$ cat src/rtl/intra_dc4_pkg.sv
package intra_dc4_pkg;

   // Availability combination, formed as {above_present, left_present}
   typedef enum logic [1:0] {
      DC_NONE  = 2'b00,
      DC_LEFT  = 2'b01,
      DC_ABOVE = 2'b10,
      DC_BOTH  = 2'b11
   } dc_case_t;

endpackage

$ cat src/rtl/intra_dc4_sum.sv
// Sums NUM_PX samples of PX_W bits into a SUM_W-bit total.
module intra_dc4_sum #(
   parameter int PX_W   = 8,
   parameter int NUM_PX = 4,
   parameter int SUM_W  = 11
) (
   input  logic [NUM_PX*PX_W-1:0] px,
   output logic [SUM_W-1:0]       total
);
   logic [SUM_W-1:0] part [NUM_PX+1];

   assign part[0] = '0;
   for (genvar g = 0; g < NUM_PX; g++) begin : g_acc
      assign part[g+1] = part[g] + SUM_W'(px[g*PX_W +: PX_W]);
   end
   assign total = part[NUM_PX];
endmodule

$ cat src/rtl/intra_dc4_sel.sv
// Chooses divisor and rounding from the availability pair.
module intra_dc4_sel
   import intra_dc4_pkg::*;
#(
   parameter int PX_W  = 8,
   parameter int EDGE  = 4,
   parameter int SUM_W = 11
) (
   input  logic [SUM_W-1:0] sum_above,
   input  logic [SUM_W-1:0] sum_left,
   input  logic             has_above,
   input  logic             has_left,
   output logic [PX_W-1:0]  dc_val
);
   localparam int               LOG_E  = $clog2(EDGE);
   localparam logic [SUM_W-1:0] RND_1  = SUM_W'(EDGE / 2);
   localparam logic [SUM_W-1:0] RND_2  = SUM_W'(EDGE);
   localparam logic [PX_W-1:0]  MID    = {1'b1, {(PX_W-1){1'b0}}};

   dc_case_t         sel;
   logic [SUM_W-1:0] acc;

   assign sel = dc_case_t'({has_above, has_left});

   always_comb begin
      acc    = '0;
      dc_val = MID;
      unique case (sel)
         DC_BOTH: begin
            acc    = sum_above + sum_left + RND_2;
            dc_val = PX_W'(acc >> (LOG_E + 1));
         end
         DC_ABOVE: begin
            acc    = sum_above + RND_1;
            dc_val = PX_W'(acc >> LOG_E);
         end
         DC_LEFT: begin
            acc    = sum_left + RND_1;
            dc_val = PX_W'(acc >> LOG_E);
         end
         default: begin
            acc    = '0;
            dc_val = MID;
         end
      endcase
   end
endmodule

$ cat src/rtl/intra_dc4_rep.sv
// Replicates one value into an EDGE x EDGE block of rows.
module intra_dc4_rep #(
   parameter int PX_W = 8,
   parameter int EDGE = 4
) (
   input  logic [PX_W-1:0]           dc_val,
   output logic [EDGE*EDGE*PX_W-1:0] rows
);
   for (genvar r = 0; r < EDGE; r++) begin : g_row
      for (genvar c = 0; c < EDGE; c++) begin : g_col
         assign rows[(r*EDGE + c)*PX_W +: PX_W] = dc_val;
      end
   end
endmodule

$ cat src/rtl/intra_dc4_pred.sv
module intra_dc4_pred #(
   parameter int PX_W      = 8,
   parameter int EDGE      = 4,
   parameter int FLAG_W    = 4,
   parameter int ABOVE_BIT = 1,
   parameter int LEFT_BIT  = 0
) (
   input  logic                       clk,
   input  logic                       rst,
   input  logic                       start,
   input  logic [EDGE*PX_W-1:0]       above_px,
   input  logic [EDGE*PX_W-1:0]       left_px,
   input  logic [FLAG_W-1:0]          avail,
   output logic [EDGE*EDGE*PX_W-1:0]  pred_rows,
   output logic                       pred_valid
);
   localparam int SUM_W = PX_W + $clog2(EDGE) + 1;
   localparam int OUT_W = EDGE * EDGE * PX_W;

   if (EDGE < 2 || (EDGE & (EDGE - 1)) != 0) begin : g_bad_edge
      $error("EDGE must be a power of two of at least 2");
   end
   if (ABOVE_BIT == LEFT_BIT || ABOVE_BIT >= FLAG_W || LEFT_BIT >= FLAG_W) begin : g_bad_flags
      $error("flag bit positions must be distinct and inside FLAG_W");
   end
   if (PX_W < 2) begin : g_bad_px
      $error("PX_W must be at least 2");
   end

   logic [SUM_W-1:0] sum_a, sum_l;
   logic [PX_W-1:0]  dc_val;
   logic [OUT_W-1:0] rows_d, rows_q;
   logic             valid_q;
   logic             unused_flag_bits;

   assign unused_flag_bits = ^avail;

   intra_dc4_sum #(.PX_W(PX_W), .NUM_PX(EDGE), .SUM_W(SUM_W)) u_sum_above (
      .px(above_px), .total(sum_a));
   intra_dc4_sum #(.PX_W(PX_W), .NUM_PX(EDGE), .SUM_W(SUM_W)) u_sum_left (
      .px(left_px), .total(sum_l));

   intra_dc4_sel #(.PX_W(PX_W), .EDGE(EDGE), .SUM_W(SUM_W)) u_sel (
      .sum_above(sum_a), .sum_left(sum_l),
      .has_above(avail[ABOVE_BIT]), .has_left(avail[LEFT_BIT]),
      .dc_val(dc_val));

   intra_dc4_rep #(.PX_W(PX_W), .EDGE(EDGE)) u_rep (
      .dc_val(dc_val), .rows(rows_d));

   always_ff @(posedge clk) begin
      if (rst) begin
         valid_q <= 1'b0;
         rows_q  <= '0;
      end else begin
         valid_q <= start;
         if (start) rows_q <= rows_d;
      end
   end

   assign pred_rows  = rows_q;
   assign pred_valid = valid_q;
endmodule

$ cat config.mk
export PLATFORM = sky130hd
export DESIGN_NAME = intra_dc4_pred
export DESIGN_NICKNAME = d
export VERILOG_FILES = /design/src/rtl/intra_dc4_pkg.sv /design/src/rtl/intra_dc4_sum.sv /design/src/rtl/intra_dc4_sel.sv /design/src/rtl/intra_dc4_rep.sv /design/src/rtl/intra_dc4_pred.sv
export SDC_FILE = /design/constraint.sdc
export NUM_CORES = 1
export LEC_CHECK = 0
export BUFFER_PORTS_ARGS = -buffer_cell sky130_fd_sc_hd__clkbuf_2
export CORE_MARGIN = 5
export CORE_UTILIZATION = 50
export CTS_CLUSTER_DIAMETER = 40
export DETAILED_ROUTE_END_ITERATION = 10
export PLACE_DENSITY = 0.88
export SYNTH_ARGS = -nofsm -noshare
export SYNTH_HDL_FRONTEND = slang
export SYNTH_SLANG_ARGS = --single-unit
$ cat constraint.sdc
create_clock -name clk -period 14.2 [get_ports clk]
set_input_delay 2.84 -clock clk [delete_from_list [all_inputs] [get_ports clk]]
set_output_delay 2.84 -clock clk [all_outputs]
set_load 0.02 [all_outputs]
==> results.json, run 1 <==
{
  "ys_seq_area_share_pct": 4.98,
  "die_height_microns": 95.1,
  "fin_setup_tns_ns": 0,
  "grt_pass1_wl_microns": 12900,
  "setup_violations": 0,
  "wl_per_cell_microns": 13.5,
  "synth_top_area_share_pct": 24.9,
  "place_congestion": 0.773,
  "coreArea_sq_um": 7140,
  "ys_warn_count": 0,
  "cts_resized": 0,
  "vdd_drop_max_v": 0.000184,
  "syn-instance-count": 434,
  "htreeDepth": 1,
  "synth_edf_count": 0,
  "utilization_pct": 54.0,
  "rsz0062_at_grt": "false",
  "drt_first_iter_violations": 54,
  "criticalPathCategory": "in -> reg",
  "layout.nets": 656,
  "total_power_w": 0.000982,
  "dr_total_vias": 2971,
  "ios": 200,
  "leakage_nw": 2.14,
  "drv_slew": 0,
  "cp-start-kind": "input pin",
  "fin_crit_ns": 7.41,
  "numClockSinks": 9,
  "grt_max_degree": 18,
  "first_global_vias": 2896,
  "fmax_ghz": 0.135,
  "grtUsageTotal_pct": 17.5,
  "synth_nets": 578,
  "netlist_area_sq_um": 3620,
  "syn_avg_cell_area_sq_um": 8.33,
  "start_util_pct": 50.7,
  "slew_headroom_pct": 58.2,
  "hold_slack_ns": 0.689,
  "via_per_inst": 4.87,
  "ys_ff_latch": 9,
  "port_buffers": 197,
  "dieArea_sq_um": 9040,
  "synthDistinctLibCells": 57,
  "cts_buffers": 3,
  "synthArstFlopShare_pct": 0,
  "worstMarginPinSlew_ns": 0.627,
  "clock_latency_ns": 0.23,
  "arrival_ns": 7.56,
  "maxCapViolCount": 0,
  "post-cts-setup-buffers": 0,
  "path_max_fanout": 5,
  "die_w_microns": 95.1,
  "grt-ovfl-total": 0,
  "path_clk_slew_ns": 0.05,
  "rows": 31,
  "powerDensity_nw_per_um2": 255,
  "holdCritPathClass": "reg -> reg",
  "clockBufferDepth": 2,
  "hold_buffers": 0,
  "drive_above_1_share_pct": 41.7,
  "dpl.hpwl_microns": 7490,
  "antenna-diode-count": 0,
  "synth_top_area_cell": "buf_4",
  "n_fill_cell": 720,
  "dr.pass1.iters": 4,
  "finalHoldViolCount": 0,
  "route.detailed.drc": 0,
  "totalWireLength_microns": 8260,
  "cts_root_buf": "clkbuf_8",
  "syn_to_final_growth_pct": 6.61,
  "min_period_over_period_pct": 52.2,
  "synth-main-ff-cell": "dfxtp_1",
  "cts_tree": "built",
  "status": "completed",
  "grt_antenna_before_repair": 0,
  "synth.area.top_cells": "buf_4 25%, ha_1 18%, fa_1 11%",
  "worstSetupEndpointType": "flip-flop",
  "ant_nets": 0,
  "final.setup_skew_ns": 0,
  "required_ns": 14.35
}
## synth_stat cells (all sizes together), types with 2 or more instances
master     n
o2111ai    2
fa        20
a21oi     30
inv       33
nor2b      4
o32ai      3
nor3       9
mux2       3
a21o       9
o21ai     14
buf      121
xnor2     19
nand2     12
a211oi     4
or2        2
or3        3
nor2      16
nand2b     4
ha        53
o22ai      2
dfxtp      9
a211o      3
o211ai     3
nor4       3
xor2      10
nand3      8
a22oi      3
clkbuf     3
o21a       3
o21bai     6
## registers in the layout (all words and copies together) (netlist names)
| register | cells |
|---|---|
| pred_valid | 1 |
| pred_rows | 8 |
## cells in the final DEF, fill, tap and decap left out, types with 10 or more instances in the layout
cell and count:
o21ai_0 11, inv_1 33, fa_1 20, nor2_1 16
a21oi_1 30, xor2_1 10, nand2_1 12, xnor2_1 19
clkbuf_2 197, ha_1 53
## critical path, cell delays in order
cell and delay, ns:
clkbuf_2 0.08, ha_1 0.17, inv_1 0.06, fa_1 0.40, inv_1 0.07, a21oi_1 0.06
o21ai_0 0.28, a21oi_1 0.12, o21bai_1 0.21, xor2_1 0.21, fa_1 0.45, ha_1 0.37
o21ai_0 0.39, o211ai_2 0.16, inv_1 0.08, ha_1 0.23, ha_1 0.36, nand4_1 0.12
nand4b_1 0.19, a31oi_1 0.26, xnor2_1 0.19, nand2_1 0.11, a211oi_2 0.18
## per-layer routing
metal  vias to the layer above  routed length, microns  track usage, %
li1                       1542                       -               -
met1                      1322                    3260            20.0
met2                       101                    4410            34.5
met3                         6                     520            1.42
met4                         0                      74            4.45
met5                         -                       0               0
## power by group
part	switching, W	leakage (nW)	total (W)	internal (W)
logic	0.000544	2.04	0.000891	0.000346
clock network	0.00000975	0.0228	0.0000293	0.0000195
registers	0.0000286	0.0738	0.0000618	0.0000332
total	0.000583	2.14	0.000982	0.000399
## final timing paths
path	start	endpoint	slack, ns	cells after the start
min	pred_rows[126]	pred_rows[126]	0.69	2
max	above_px[0]	pred_rows[119]	6.79	23
min reg2reg	pred_rows[126]	pred_rows[126]	0.69	2
max reg2reg	pred_rows[125]	pred_rows[125]	13.09	2
## area by class of cell
| type | instances | area, sq um | area share (%) |
|---|---|---|---|
| well taps | 99 | 124 | 3.21 |
| repair buffers | 197 | 986 | 25.6 |
| clock buffers | 4 | 45.0 | 1.17 |
| flip-flops and latches | 9 | 180 | 4.67 |
| multi-input cells | 268 | 2400 | 62.2 |
| inverters | 33 | 124 | 3.21 |
## logic make-up after synthesis
logic type / count (synthesis) / share of synthesized area [%]
mux: 4 / 1.31
buf+inv: 157 / 28.7
fa+ha+maj: 73 / 29.4
xor+xnor: 29 / 7.02
compound gates: 95 / 18.6
simple gates: 67 / 9.96
flops: 9 / 4.98
## metrics by stage
stage	setup WS, ns	std cells	area [sq um]
CTS	6.83	610	3860
global route	6.38	610	3860
detailed placement	6.62	606	3810
floorplan	7.21	434	3620
global placement	6.65	606	3810
finish	6.79	610	3860
Note: power is estimated with default switching activity, not from simulation.
==> run 2: changes to the inputs <==
--- a/config.mk
+++ b/config.mk
@@ -7,10 +7,10 @@
 export LEC_CHECK = 0
 export BUFFER_PORTS_ARGS = -buffer_cell sky130_fd_sc_hd__clkbuf_2
 export CORE_MARGIN = 5
-export CORE_UTILIZATION = 50
+export CORE_UTILIZATION = 47
 export CTS_CLUSTER_DIAMETER = 40
 export DETAILED_ROUTE_END_ITERATION = 10
-export PLACE_DENSITY = 0.88
+export PLACE_DENSITY = 0.83
 export SYNTH_ARGS = -nofsm -noshare
 export SYNTH_HDL_FRONTEND = slang
 export SYNTH_SLANG_ARGS = --single-unit
==> constraint.sdc (replaced) <==
create_clock -name clk -period 7.19 [get_ports clk]
set_input_delay 1.438 -clock clk [delete_from_list [all_inputs] [get_ports clk]]
set_output_delay 1.438 -clock clk [all_outputs]
set_load 0.02 [all_outputs]
==> results.json, run 2 (synthesized netlist as in run 1, its figures left out) <==
{
  "worstMarginPinSlew_ns": 0.581,
  "worstSetupEndpointType": "flip-flop",
  "routed.top_layer": "met4",
  "cts_buffers": 3,
  "required_ns": 7.34,
  "final_common_cell": "clkbuf_2",
  "maxCapViolCount": 0,
  "switching_share_pct": 59.1,
  "setup_violations": 0,
  "totalWireLength_microns": 7820,
  "ios": 200,
  "rows": 32,
  "dp_cells": 609,
  "port_buffers": 197,
  "clock_latency_ns": 0.22,
  "numClockSinks": 9,
  "clkPwrFrac_pct": 3.0,
  "vdd_drop_max_v": 0.000272,
  "fin_setup_tns_ns": 0,
  "holdCritPathClass": "reg -> reg",
  "grt_pass1_wl_microns": 12800,
  "post-cts-setup-buffers": 0,
  "arrival_ns": 6.24,
  "coreArea_sq_um": 7610,
  "hold_buffers": 0,
  "criticalPathCategory": "in -> reg",
  "grt-ovfl-total": 0,
  "powerDensity_nw_per_um2": 499,
  "finalHoldViolCount": 0,
  "pwr-share-comb_pct": 90.7,
  "leakage_nw": 2.14,
  "ant_nets": 0,
  "syn_to_final_growth_pct": 6.71,
  "fmax_ghz": 0.164,
  "wl_met2_microns": 4120,
  "power_frac_seq_pct": 6.3,
  "drive_above_1_share_pct": 41.7,
  "slew_headroom_pct": 61.3,
  "min_period_over_period_pct": 84.7,
  "p_sw_w": 0.00114,
  "path_common_cell": "ha_1",
  "fin_crit_ns": 6.09,
  "htreeDepth": 1,
  "antenna-diode-count": 0,
  "fin_cells": 613,
  "final_cell_mix": "197 x clkbuf_2, 53 x ha_1, 33 x inv_1, 30 x a21oi_1, 20 x fa_1",
  "path_max_fanout": 7,
  "drv_slew": 0,
  "path_clk_slew_ns": 0.04,
  "cts_root_buf": "clkbuf_8",
  "cp-start-kind": "input pin",
  "grtUsageTotal_pct": 15.2,
  "largest_reg_flops": 8,
  "status": "completed",
  "rsz0062_at_grt": "false",
  "layout.nets": 656,
  "drt_first_iter_violations": 70,
  "max_stage_delay_ns": 0.45,
  "cts_resized": 0,
  "dr_total_vias": 3009,
  "final.setup_skew_ns": 0,
  "die_w_microns": 97.7,
  "via_per_inst": 4.91,
  "grt_antenna_before_repair": 0,
  "cts_tree": "built",
  "die_height_microns": 97.7,
  "p_int_w": 0.000787,
  "dr.pass1.iters": 4,
  "clockBufferDepth": 2,
  "first_global_vias": 2914,
  "cp_slowest_cell": "fa_1",
  "start_util_pct": 47.5,
  "met1_length_microns": 3080,
  "wl_per_cell_microns": 12.8,
  "place_congestion": 0.798,
  "met3_length_microns": 535,
  "route.detailed.drc": 0,
  "dpl.hpwl_microns": 7190,
  "dieArea_sq_um": 9550,
  "grt_max_degree": 18
}
==> run 2: power by group through the flow <==
stage	clock network (W)	registers (W)	logic, W
floorplan	0	0.000135	0.00155
global placement	0	0.000121	0.00174
detailed placement	0	0.000126	0.00175
CTS	0.0000593	0.000125	0.00176
global route	0.0000632	0.000136	0.00191
finish	0.0000572	0.000122	0.00175
==> run 2: critical path: cells and delay by family <==
family	cells	cell delay (ns)
XOR/XNOR	2	0.38
adder cells (fa/ha/maj)	6	2.12
buffers and inverters	3	0.22
AND/OR/NAND/NOR	7	0.79
AO/OA/AOI/OAI	7	1.29
==> run 2: path summary, 6_finish.rpt <==
kind | to | from | slack (ns) | cells after the start
setup reg to reg | pred_rows[124] | pred_rows[124] | 6.11 | 2
hold / removal | pred_rows[120] | pred_rows[120] | 0.68 | 2
setup / recovery | pred_rows[119] | left_px[0] | 1.10 | 25
hold reg to reg | pred_rows[120] | pred_rows[120] | 0.68 | 2
==> run 2: routing by layer <==
metal	global-route usage, %	up-vias
met3	1.93	4
met5	0	-
met1	17.9	1351
li1	-	1544
met4	2.77	0
met2	29.5	110
==> run 2: layout make-up <==
type | count | area [sq um]
Clock buffer | 4 | 45.0
Fill cell | 769 | 3750
Inverter | 33 | 124
Multi-Input combinational cell | 268 | 2400
Sequential cell | 9 | 180
Tap cell | 102 | 128
Timing Repair Buffer | 197 | 986
==> run 2: per-stage QoR <==
stage	hold WS [ns]	util [%]	total power [W]	cell area, sq um	worst slack [ns]
global route	0.750	50.7	0.00211	3860	0.720
finish	0.677	50.7	0.00193	3860	1.10
global placement	0.652	50.1	0.00186	3810	0.999
CTS	0.693	50.7	0.00194	3860	1.11
detailed placement	0.676	50.1	0.00187	3810	0.911
floorplan	0.711	-	0.00169	3620	1.60
